==> config.mk <==
export PLATFORM = sky130hd
export DESIGN_NAME = errret_ctl
export DESIGN_NICKNAME = d
export VERILOG_FILES = /design/src/rtl/errret_pkg.sv /design/src/rtl/errret_flag.sv /design/src/rtl/errret_idle.sv /design/src/rtl/errret_ctl.sv
export SDC_FILE = /design/constraint.sdc
export NUM_CORES = 1
export LEC_CHECK = 0
export ABC_AREA = 1
export CAP_MARGIN = 0
export CORE_MARGIN = 2
export CORE_UTILIZATION = 55
export CTS_CLUSTER_DIAMETER = 200
export DETAILED_ROUTE_END_ITERATION = 10
export DONT_BUFFER_PORTS = 1
export GPL_TIMING_DRIVEN = 0
export PLACE_DENSITY = 0.76
export SLEW_MARGIN = 20
export SYNTH_ARGS = -nofsm -noshare
export SYNTH_HDL_FRONTEND = slang
export SYNTH_SLANG_ARGS = --single-unit
==> constraint.sdc <==
create_clock -name clk -period 1 [get_ports clk]
set_clock_uncertainty 0.15 [all_clocks]
set_input_delay 0 -clock clk [delete_from_list [all_inputs] [get_ports clk]]
set_output_delay 0 -clock clk [all_outputs]
set_load 0.005 [all_outputs]
==> src/rtl/errret_pkg.sv <==
package errret_pkg;
  localparam int unsigned SEL_W   = 3;
  localparam int unsigned MAX_THR = 512;
  localparam int unsigned CNT_W   = $clog2(MAX_THR) + 1;

  // Threshold per code: 2^1, 2^3, 2^5, then 2^(code+2) for codes 4..7; 0 = off
  function automatic logic [CNT_W-1:0] sel_to_thr(input logic [SEL_W-1:0] sel);
    int unsigned sh;
    logic [CNT_W-1:0] t;
    if (sel == '0) begin
      t = '0;
    end else begin
      if (sel < SEL_W'(3)) sh = 2 * int'(sel) - 1;
      else                 sh = int'(sel) + 2;
      t = CNT_W'(1) << sh;
    end
    return t;
  endfunction
endpackage

==> src/rtl/errret_flag.sv <==
module errret_flag (
  input  logic clk,
  input  logic rst_n,
  input  logic set_evt,
  input  logic clr_req,
  output logic flag_q
);
  logic flag_d;
  logic flag_en;

  always_comb begin
    flag_d  = flag_q;
    if (clr_req) flag_d = 1'b0;
    if (set_evt) flag_d = 1'b1;   // set wins over clear
    flag_en = set_evt | clr_req;
  end

  always_ff @(posedge clk or negedge rst_n) begin
    if (!rst_n)       flag_q <= 1'b0;
    else if (flag_en) flag_q <= flag_d;
  end

  a_r5_set_wins: assert property (@(posedge clk) disable iff (!rst_n)
    set_evt |=> flag_q);
  a_r3_clear: assert property (@(posedge clk) disable iff (!rst_n)
    (clr_req && !set_evt) |=> !flag_q);
  a_r3_hold: assert property (@(posedge clk) disable iff (!rst_n)
    (!clr_req && !set_evt) |=> $stable(flag_q));
endmodule

==> src/rtl/errret_idle.sv <==
module errret_idle
  import errret_pkg::*;
(
  input  logic             clk,
  input  logic             rst_n,
  input  logic             tick,
  input  logic             idle,
  input  logic [SEL_W-1:0] sel,
  input  logic             restart,
  output logic             req_q
);
  logic [CNT_W-1:0] cnt_q, cnt_d, cnt_inc, thr;
  logic             req_d;
  logic             upd_en;

  always_comb begin
    thr     = sel_to_thr(sel);
    cnt_inc = cnt_q + CNT_W'(1);
    cnt_d   = cnt_q;
    req_d   = req_q;
    if (!idle || restart || (sel == '0)) begin
      cnt_d = '0;
      req_d = 1'b0;
    end else if (!req_q && tick) begin
      cnt_d = cnt_inc;
      if (cnt_inc >= thr) req_d = 1'b1;
    end
    upd_en = (cnt_d != cnt_q) | (req_d != req_q);
  end

  always_ff @(posedge clk or negedge rst_n) begin
    if (!rst_n) begin
      cnt_q <= '0;
      req_q <= 1'b0;
    end else if (upd_en) begin
      cnt_q <= cnt_d;
      req_q <= req_d;
    end
  end

  a_r9_idle_drop: assert property (@(posedge clk) disable iff (!rst_n)
    !idle |=> !req_q);
  a_r10_restart: assert property (@(posedge clk) disable iff (!rst_n)
    restart |=> !req_q);
  a_r8_rise_on_tick: assert property (@(posedge clk) disable iff (!rst_n)
    $rose(req_q) |-> ($past(tick) && $past(idle)));
  a_r8_hold: assert property (@(posedge clk) disable iff (!rst_n)
    (req_q && idle && !restart && (sel != '0)) |=> req_q);
endmodule

==> src/rtl/errret_ctl.sv <==
module errret_ctl
  import errret_pkg::*;
#(
  parameter int unsigned REG_W   = 32,
  parameter int unsigned ECC_POS = 30,
  parameter int unsigned BUS_POS = 29
) (
  input  logic             clk,
  input  logic             rst_n,
  input  logic             wr_en,
  input  logic [REG_W-1:0] wr_data,
  output logic [REG_W-1:0] rd_data,
  input  logic             ecc_err_evt,
  input  logic             bus_err_evt,
  output logic             ecc_irq_n,
  output logic             bus_irq_n,
  input  logic             tick,
  input  logic             idle,
  output logic             ret_req
);
  localparam int unsigned NFLAG = 2;   // index 0 = bus, 1 = ECC
  localparam logic [REG_W-1:0] USED_MASK =
    (REG_W'(1) << ECC_POS) | (REG_W'(1) << BUS_POS) | REG_W'((1 << SEL_W) - 1);

  // reset: asserted asynchronously, released on clock
  logic [1:0] rst_sync_q;
  logic       rst_int_n;
  always_ff @(posedge clk or negedge rst_n) begin
    if (!rst_n) rst_sync_q <= 2'b00;
    else        rst_sync_q <= {rst_sync_q[0], 1'b1};
  end
  assign rst_int_n = rst_sync_q[1];

  // retention select field
  logic [SEL_W-1:0] sel_q, sel_d;
  logic             sel_en, sel_chg;
  always_comb begin
    sel_d   = wr_data[SEL_W-1:0];
    sel_en  = wr_en;
    sel_chg = wr_en && (sel_d != sel_q);
  end
  always_ff @(posedge clk or negedge rst_int_n) begin
    if (!rst_int_n)  sel_q <= '0;
    else if (sel_en) sel_q <= sel_d;
  end

  // sticky fault flags
  logic [NFLAG-1:0] evt_vec, clr_vec, flag_q;
  assign evt_vec = {ecc_err_evt, bus_err_evt};

  for (genvar gi = 0; gi < NFLAG; gi++) begin : g_flag
    localparam int unsigned P = (gi == 0) ? BUS_POS : ECC_POS;
    assign clr_vec[gi] = wr_en & ~wr_data[P];
    errret_flag u_flag (
      .clk     (clk),
      .rst_n   (rst_int_n),
      .set_evt (evt_vec[gi]),
      .clr_req (clr_vec[gi]),
      .flag_q  (flag_q[gi])
    );
  end

  errret_idle u_idle (
    .clk     (clk),
    .rst_n   (rst_int_n),
    .tick    (tick),
    .idle    (idle),
    .sel     (sel_q),
    .restart (sel_chg),
    .req_q   (ret_req)
  );

  always_comb begin
    rd_data                 = '0;
    rd_data[SEL_W-1:0]      = sel_q;
    rd_data[ECC_POS]        = flag_q[1];
    rd_data[BUS_POS]        = flag_q[0];
  end

  assign ecc_irq_n = ~flag_q[1];
  assign bus_irq_n = ~flag_q[0];

  logic unused_rsv_bits;
  assign unused_rsv_bits = ^(wr_data & ~USED_MASK);

  a_r11_sel_write: assert property (@(posedge clk) disable iff (!rst_int_n)
    wr_en |=> (rd_data[SEL_W-1:0] == $past(wr_data[SEL_W-1:0])));
  a_r10_off_no_req: assert property (@(posedge clk) disable iff (!rst_int_n)
    (rd_data[SEL_W-1:0] == '0) |-> !ret_req);
  a_r1_ecc_event: assert property (@(posedge clk) disable iff (!rst_int_n)
    ecc_err_evt |=> (rd_data[ECC_POS] && !ecc_irq_n));
  a_r2_bus_event: assert property (@(posedge clk) disable iff (!rst_int_n)
    bus_err_evt |=> (rd_data[BUS_POS] && !bus_irq_n));
endmodule

[Word level (Yosys, flattened, before mapping)]
Cells that the tools add are included.
Operators by class
  add/sub/neg operators: 3
  order comparisons: 2
  equal/unequal tests: 3
  shifts and indexed selects: 1
  muxes and demuxes: 12
  bitwise operators: 9
  reductions and logical operators: 11
Operators by type and width (count)
  2-to-1 mux 32 bit: 2
  left shift 1 x 32 -> 10 bit (first input constant): 1
  2-to-1 mux 10 bit: 3
  adder 10 x 1 -> 10 bit (second input constant): 1
  >= comparator 10 bit: 1
  inequality test 10 bit: 1
  2-to-1 mux 1 bit: 7
  subtractor 4 x 1 -> 5 bit (second input constant): 1
  adder 3 x 2 -> 4 bit (second input constant): 1
  inverter 1 bit: 4
  AND reduction 2 bit: 2
  nonzero test 2 bit: 2
  zero test 3 bit: 1
  less-than comparator 3 x 2 -> 1 bit (second input constant): 1
  inequality test 3 bit: 1
  bitwise OR 1 bit: 3
  AND 1 bit: 2
  logical AND 1 bit: 2
  zero test 1 bit: 2
  logical OR 1 bit: 2
  inequality test 1 bit: 1
Storage, ports and cells
  register bits: 18
  output and inout port bits: 35

[Depth between registers and ports, before layout]
Gate-level depths: netlist of run 1.
  word-level depth: 11
  gate-level depth with buffers: 18
  mapped depth without buffers: 18

[Modules after synthesis]
From an unflattened synthesis of run 1, not the netlist that was laid out.
Second synthesis, totals
  cell total of the unflattened synthesis: 235
  area, all modules: 1685.4 µm²
Modules (own cells, without submodules)
  errret_idle: times used 1, cells each 165, area an instance 1163.6 µm², sequential area each 275.3 µm²
  errret_ctl: times used 1, cells each 60, area an instance 441.7 µm², sequential area each 125.1 µm²
  errret_flag: times used 2, cells each 5, area an instance 40.0 µm², sequential area each 25.0 µm²

[Worst setup path before layout of run 1]
Ideal clock, no wire load.
  kind: register to register
  start: register sel_q[2]
  end: register u_idle.req_q
  arrival time: 2.039 ns
  data required time: 0.725 ns
  setup slack: -1.314 ns
  cell stages (with the launch flop): 17
  path buffers: 0
  path through: dfrtp_1 inv_2 ha_1 nand2_1 nand2_2 mux2_4 nor2_4 nand2_1 ha_1 nand2_1 inv_1 nand2_1 nand2_1 nand2_1 nand3_1 nand2_1 a21oi_1
On the way
  longest elaborated chain between the ends: 11
  elaborated cells between the ends (all ways): 20
Ends and longest elaborated chain
  from (decl): RTL line errret_ctl.sv:35  | logic [SEL_W-1:0] sel_q, sel_d;
  from (signal assigned): RTL line errret_ctl.sv:44  | else if (sel_en) sel_q <= sel_d;
  subtractor 4 x 1 -> 5 bit (tied with other cells): RTL line errret_pkg.sv:13  | if (sel < SEL_W'(3)) sh = 2 * int'(sel) - 1;
  2-to-1 mux 32 bit: RTL line errret_pkg.sv:13
  2-to-1 mux 32 bit: RTL line errret_pkg.sv:10  | if (sel == '0) begin
  left shift 1 x 32 -> 10 bit: RTL line errret_pkg.sv:15  | t = CNT_W'(1) << sh;
  2-to-1 mux 10 bit: RTL line errret_pkg.sv:10
  >= comparator 10 bit: RTL line errret_idle.sv:26  | if (cnt_inc >= thr) req_d = 1'b1;
  2-to-1 mux 1 bit: RTL line errret_idle.sv:26
  2-to-1 mux 1 bit: RTL line errret_idle.sv:24  | end else if (!req_q && tick) begin
  2-to-1 mux 1 bit: RTL line errret_idle.sv:21  | if (!idle || restart || (sel == '0)) begin
  inequality test 1 bit: RTL line errret_idle.sv:28  | upd_en = (cnt_d != cnt_q) | (req_d != req_q);
  bitwise OR 1 bit: RTL line errret_idle.sv:28
  to (signal assigned): RTL line errret_idle.sv:37  | req_q <= req_d;
  to (decl): RTL line errret_idle.sv:10  | output logic req_q
Parallel ways exist; a longest one is shown, timed or not. The select of a mux whose other input is x is not followed.
A chain may end at the register's enable or synchronous reset.

[Final worst setup path of run 1]
Ends and elaborated chain as after synthesis.

==> metrics.txt, run 1 <==
Avg Cell Area, Syn 7.76 µm²; Synth top area share 27.8%; switch share 35.0%; Distinct cells, synth 30; antenna cells 0; Post-Syn Instances 209; total grt overflow 0; CP Launch Type flip-flop; via count 1366; global placement routability congestion 0.794; CP max stage cell dfrtp_2; combinational share of power 39.9%; Die ar. 3400 µm²; H-tree depth 1; Die X 58.3 µm; CP required 1080 ps; commonest non-fill, non-tap cell in the layout nand2_1; worst vdd ir 0.998 mV; Max Cap Violations 0; std cell rows 19; Routed Antenna Nets 0; P&R area growth vs syn 29.5%; I/O Buffers 0; clock-pin slew on the worst setup and hold paths 100 ps; Area contributors post-synth dfrtp_1 28%, buf_4 13%, ha_1 12%; sequential share of the synthesized area 27.8%; Yosys top cell by area dfrtp_1; synthesized cell area 1620 µm²; crit path buf inv count 1; CTS tree built; synth warn 0; ys flop type dfrtp_1; Worst-Skew Late Latency 300 ps; vias in the first global route 1232; Root Buffer clkbuf_4; HP Class input port to flip-flop; failing checks negative hold slack, negative setup slack; 1st-pass router iterations 4; Post-synth EDFFs 0; Detailed Route WL 3290 µm; commonest non-fill, non-tap cells in the layout 33 x nand2_1, 31 x buf_4, 28 x conb_1; I/O Pins 74; final setup TNS -7180 ps; hold slack -389 ps; DRC 0; sequential power share 39.2%; Final period util 246%; 1st-iter DRT viols 40; Avg WL per Cell 11.6 µm; CP Class flip-flop to flip-flop; Leak 1.08 nW; Switch Pwr 0.742 mW; Initial Util 58.3%; CP dominant cell by count nand2_4; fraction of layout cells with a size suffix above 1 37.2%; clock power share 20.9%; Final nets 309; met1 GRT Util 27.8%; Num CTS Buffers 3; RSZ-0062 raised after global routing yes; M2 GR Usage 34.0%; CP Capture Type flip-flop; setup violators final 12; first-pass GRT wire length 5350 µm; Worst path top cell family by delay simple AND/OR/NAND/NOR gates; Clock Path Buffers 2; Sink Count 18; GR Util met3 2.42%; initial antenna violation count 0; number of synthesized register bits 18; WP data arrival 2540 ps; GR peak layer met2; fin. max-slew vios 0; Async S/R FF share, synth 100%; Critical Path Fanout Max 5; status finished, violations left; CORE AREA 2780 µm²; maximum number of pins on one net before global-route repair 17; Overall Global Routing Usage 20.7%; vias per inst 4.81; Pwr Density 1010 nW/µm²; hpwl dp 2250 µm; crit path time final 2460 ps; Finished Core Util 75.6%; f_max 406 MHz; die height 58.3 µm; cts hold-fix bufs 7; Slowest Stage Delay on Critical Path 470 ps; Power Internal 1.38 mW; Cell Chain, Critical Path inv_4, ha_4, nand2_4, nand2_4, mux2_4, nor2_4, nand2_2, ha_4, nand2_4, nor2_2, nand3_2, nand3_2, nand2_2, a21oi_2; DP Area 1780 µm²; post-route cell area 2100 µm²; final hold vios 14; final worst setup slack -1460 ps
stage by stage:
step	power [mW]	instances	setup slack [ps]	hold WS, ps
6_report	2.12	284	-1460	-389
5_1_grt	2.27	284	-1650	-398
4_1_cts	1.99	283	-1370	-375
3_5_place_dp	1.45	266	-1540	-446
3_3_place_gp	1.44	266	-1520	-446
2_1_floorplan	1.35	235	-1310	-446
cell usage after synthesis (all sizes together), types with 2 or more instances:
| cell type | n |
|---|---|
| conb | 2 |
| inv | 23 |
| nor3 | 2 |
| buf | 30 |
| ha | 16 |
| a21oi | 5 |
| nand2 | 47 |
| o21ai | 9 |
| nor2 | 28 |
| nand3 | 11 |
| o21bai | 2 |
| dfrtp | 18 |
| xnor2 | 3 |
| xor2 | 7 |
kinds of logic after synthesis:
group	after synthesis	synth area share, %
adder cells (fa/ha/maj)	16	12.3
AO/OA/AOI/OAI	19	7.09
buffers and inverters	53	19.0
multiplexers	2	1.54
XOR/XNOR	10	6.32
other	2	0.463
flip-flops	18	27.8
AND/OR/NAND/NOR	89	25.4
path summary, 6_finish.rpt:
kind | start | to | slack [ps] | depth (start not counted)
hold / removal | wr_en | sel_q[2] | -390 | 1
hold reg to reg | rst_sync_q[1] | g_flag[1].u_flag.flag_q | 30 | 0
setup reg to reg | sel_q[2] | u_idle.req_q | -1460 | 14
min in group asynchronous | rst_sync_q[1] | g_flag[1].u_flag.flag_q | 30 | 0
max in group asynchronous | rst_n | rst_sync_q[1] | 270 | 2
setup / recovery | sel_q[2] | u_idle.req_q | -1460 | 14
cell type report:
cell class                 instances  area [µm²]
multi-input combinational        165        1130
tap                               31        38.8
fill                             213         679
inverter                          23        88.8
sequential                        18         455
clock buffer                       4        36.3
timing repair buffer              13         123
buffer                            30         230
sequential cells by signal, indices dropped and copies added (netlist names):
name and count:
sel_q 3, u_idle.req_q 1, u_idle.cnt_q 10, g_flag.u_flag.flag_q 2
rst_sync_q 2
power groups by stage:
stage | sequential, mW | clock (mW) | combinational, mW
after CTS | 0.829 | 0.450 | 0.714
after detailed placement | 0.843 | 0 | 0.611
after global routing | 0.842 | 0.486 | 0.944
after floorplan | 0.829 | 0 | 0.524
after global placement | 0.842 | 0 | 0.602
final | 0.831 | 0.444 | 0.847
metal layers:
layer,part of all wire (%),vias to the layer above
li1,-,685
met1,45,636
met2,49,40
met3,5.0,5
met4,1.4,0
met5,0,-
what timing repair did:
item,4_1_cts,5_1_grt
resized for setup,14,30
endpoints found under the hold margin,18,14
pin swaps,5,15
buffers inserted,5,1
gates cloned,1,0
endpoints found under the setup margin,12,19
No activity file was read; power rests on OpenSTA's default activity.
==> run 2: changes to the inputs <==
--- a/config.mk
+++ b/config.mk
@@ -14,6 +14,7 @@
 export DONT_BUFFER_PORTS = 1
 export GPL_TIMING_DRIVEN = 0
 export PLACE_DENSITY = 0.76
+export SETUP_SLACK_MARGIN = 0.5
 export SLEW_MARGIN = 20
 export SYNTH_ARGS = -nofsm -noshare
 export SYNTH_HDL_FRONTEND = slang
==> run 2 against run 1 <==
  * The run still ends with negative hold slack, negative setup slack left
  * Critical path depth rose by 3
  * Final cell count rose by 2.1%
  * Highest routed layer unchanged
  * Critical endpoint unchanged
  * Setup slack got worse by 36 ps
==> metrics.txt, run 2 (synthesis results as in run 1) <==
status finished, violations left; failing checks negative hold slack, negative setup slack; HP Class input port to flip-flop; Most flops, register u_idle.cnt_q; final hold vios 18; via count 1355; Final nets 315; std cell rows 19; vias per inst 4.67; hpwl dp 2240 µm; hold slack -395 ps; CP Launch Type flip-flop; Finished Core Util 77.9%; Top Registers u_idle.cnt_q x10, sel_q x3; Clock Path Buffers 2; CP required 1060 ps; commonest non-fill, non-tap cells in the layout 39 x buf_4, 34 x nand2_1, 28 x conb_1; f_max 400 MHz; maximum number of pins on one net before global-route repair 11; switch share 35.0%; Leak 1.14 nW; fraction of layout cells with a size suffix above 1 40.5%; combinational share of power 40.3%; Detailed Route WL 3560 µm; WP data arrival 2560 ps; cts hold-fix bufs 1; CP Class flip-flop to flip-flop; H-tree depth 1; vias in the first global route 1254; I/O Pins 74; first-pass GRT wire length 5340 µm; Sink Count 18; DRC 0; Tot Pwr 2.16 mW; max FFs per register 10; total grt overflow 0; CTS tree built; 1st-pass router iterations 4; Critical Path Fanout Max 5; global placement routability congestion 0.812; fin. max-slew vios 0; sequential power share 38.3%; CORE AREA 2780 µm²; Final period util 250%; crit path time final 2500 ps; CP Capture Type flip-flop; Die ar. 3400 µm²; Root Buffer clkbuf_4; Pwr Density 999 nW/µm²; Max Cap Violations 0; Worst-Skew Late Latency 310 ps; Switch Pwr 0.758 mW; Routed Antenna Nets 0; Overall Global Routing Usage 21.0%; Die X 58.3 µm; die height 58.3 µm; setup violators final 12; initial antenna violation count 0; Num CTS Buffers 3; clock power share 21.4%; commonest non-fill, non-tap cell in the layout buf_4; I/O Buffers 0; antenna cells 0; Power Internal 1.41 mW; Avg WL per Cell 12.3 µm; P&R area growth vs syn 33.5%; Initial Util 58.3%; clock-pin slew on the worst setup and hold paths 110 ps; RSZ-0062 raised after global routing yes; final worst setup slack -1500 ps; 1st-iter DRT viols 19; worst vdd ir 0.901 mV
run 2: timing repair:
action,4_1_cts,5_1_grt
buffers inserted,11,7
endpoints found under the setup margin,41,36
gates cloned,1,0
gates resized for setup,24,19
pin swaps,15,12
hold endpoints to repair,18,18
run 2: cell type report:
| type | instances | area (µm²) |
|---|---|---|
| timing repair buffer | 19 | 189 |
| tap | 31 | 38.8 |
| buffer | 30 | 230 |
| sequential | 18 | 458 |
| inverter | 23 | 91.3 |
| clock buffer | 4 | 36.3 |
| multi-input combinational | 165 | 1120 |
| fill | 209 | 616 |
run 2: final timing paths:
kind	from	slack, ps	cells past startpoint	to
min reg2reg	rst_sync_q[1]	100	1	u_idle.cnt_q[0]
min in group asynchronous	rst_n	-240	1	rst_sync_q[1]
max in group asynchronous	rst_sync_q[1]	490	1	sel_q[2]
max reg2reg	sel_q[2]	-1500	17	u_idle.req_q
max	sel_q[2]	-1500	17	u_idle.req_q
min	wr_en	-390	1	sel_q[2]
run 2: power groups by stage:
| stage | clock network (mW) | logic [mW] | registers, mW |
|---|---|---|---|
| after floorplan | 0 | 0.527 | 0.831 |
| after global placement | 0 | 0.604 | 0.844 |
| after detailed placement | 0 | 0.616 | 0.844 |
| after CTS | 0.464 | 0.761 | 0.823 |
| after global routing | 0.503 | 0.973 | 0.835 |
| final | 0.463 | 0.872 | 0.829 |
run 2: stage by stage:
step                TNS (ps)  cells  setup WS (ps)  area, µm²  hold WS [ps]
global route           -7710    290          -1640       2170          -404
finish                 -6590    290          -1500       2170          -395
detailed placement     -7370    266          -1550       1790          -446
CTS                    -6280    283          -1420       1990          -394
floorplan              -5170    235          -1310       1750          -446
global placement       -7260    266          -1500       1790          -446
run 2: critical path: stages, from the launching register on:
cell and delay (ps):
dfrtp_2 470, inv_4 90, ha_4 130, nand2_4 40, nand2_4 80, mux2_4 340
buf_12 140, nor2_4 90, nand2_1 70, ha_1 310, nand2_1 60, nand2_1 50
nand2_1 60, nand2_1 50, nand2_1 70, nand3_2 80, nand2_2 80, a21oi_2 50
run 2: layer usage:
metal	vias to the layer above	share of wire [%]	GRT usage, %
li1	696	-	-
met1	605	42	25.6
met2	45	52	36.4
met3	9	4.6	2.64
met4	0	2.2	10.3
met5	-	0	0
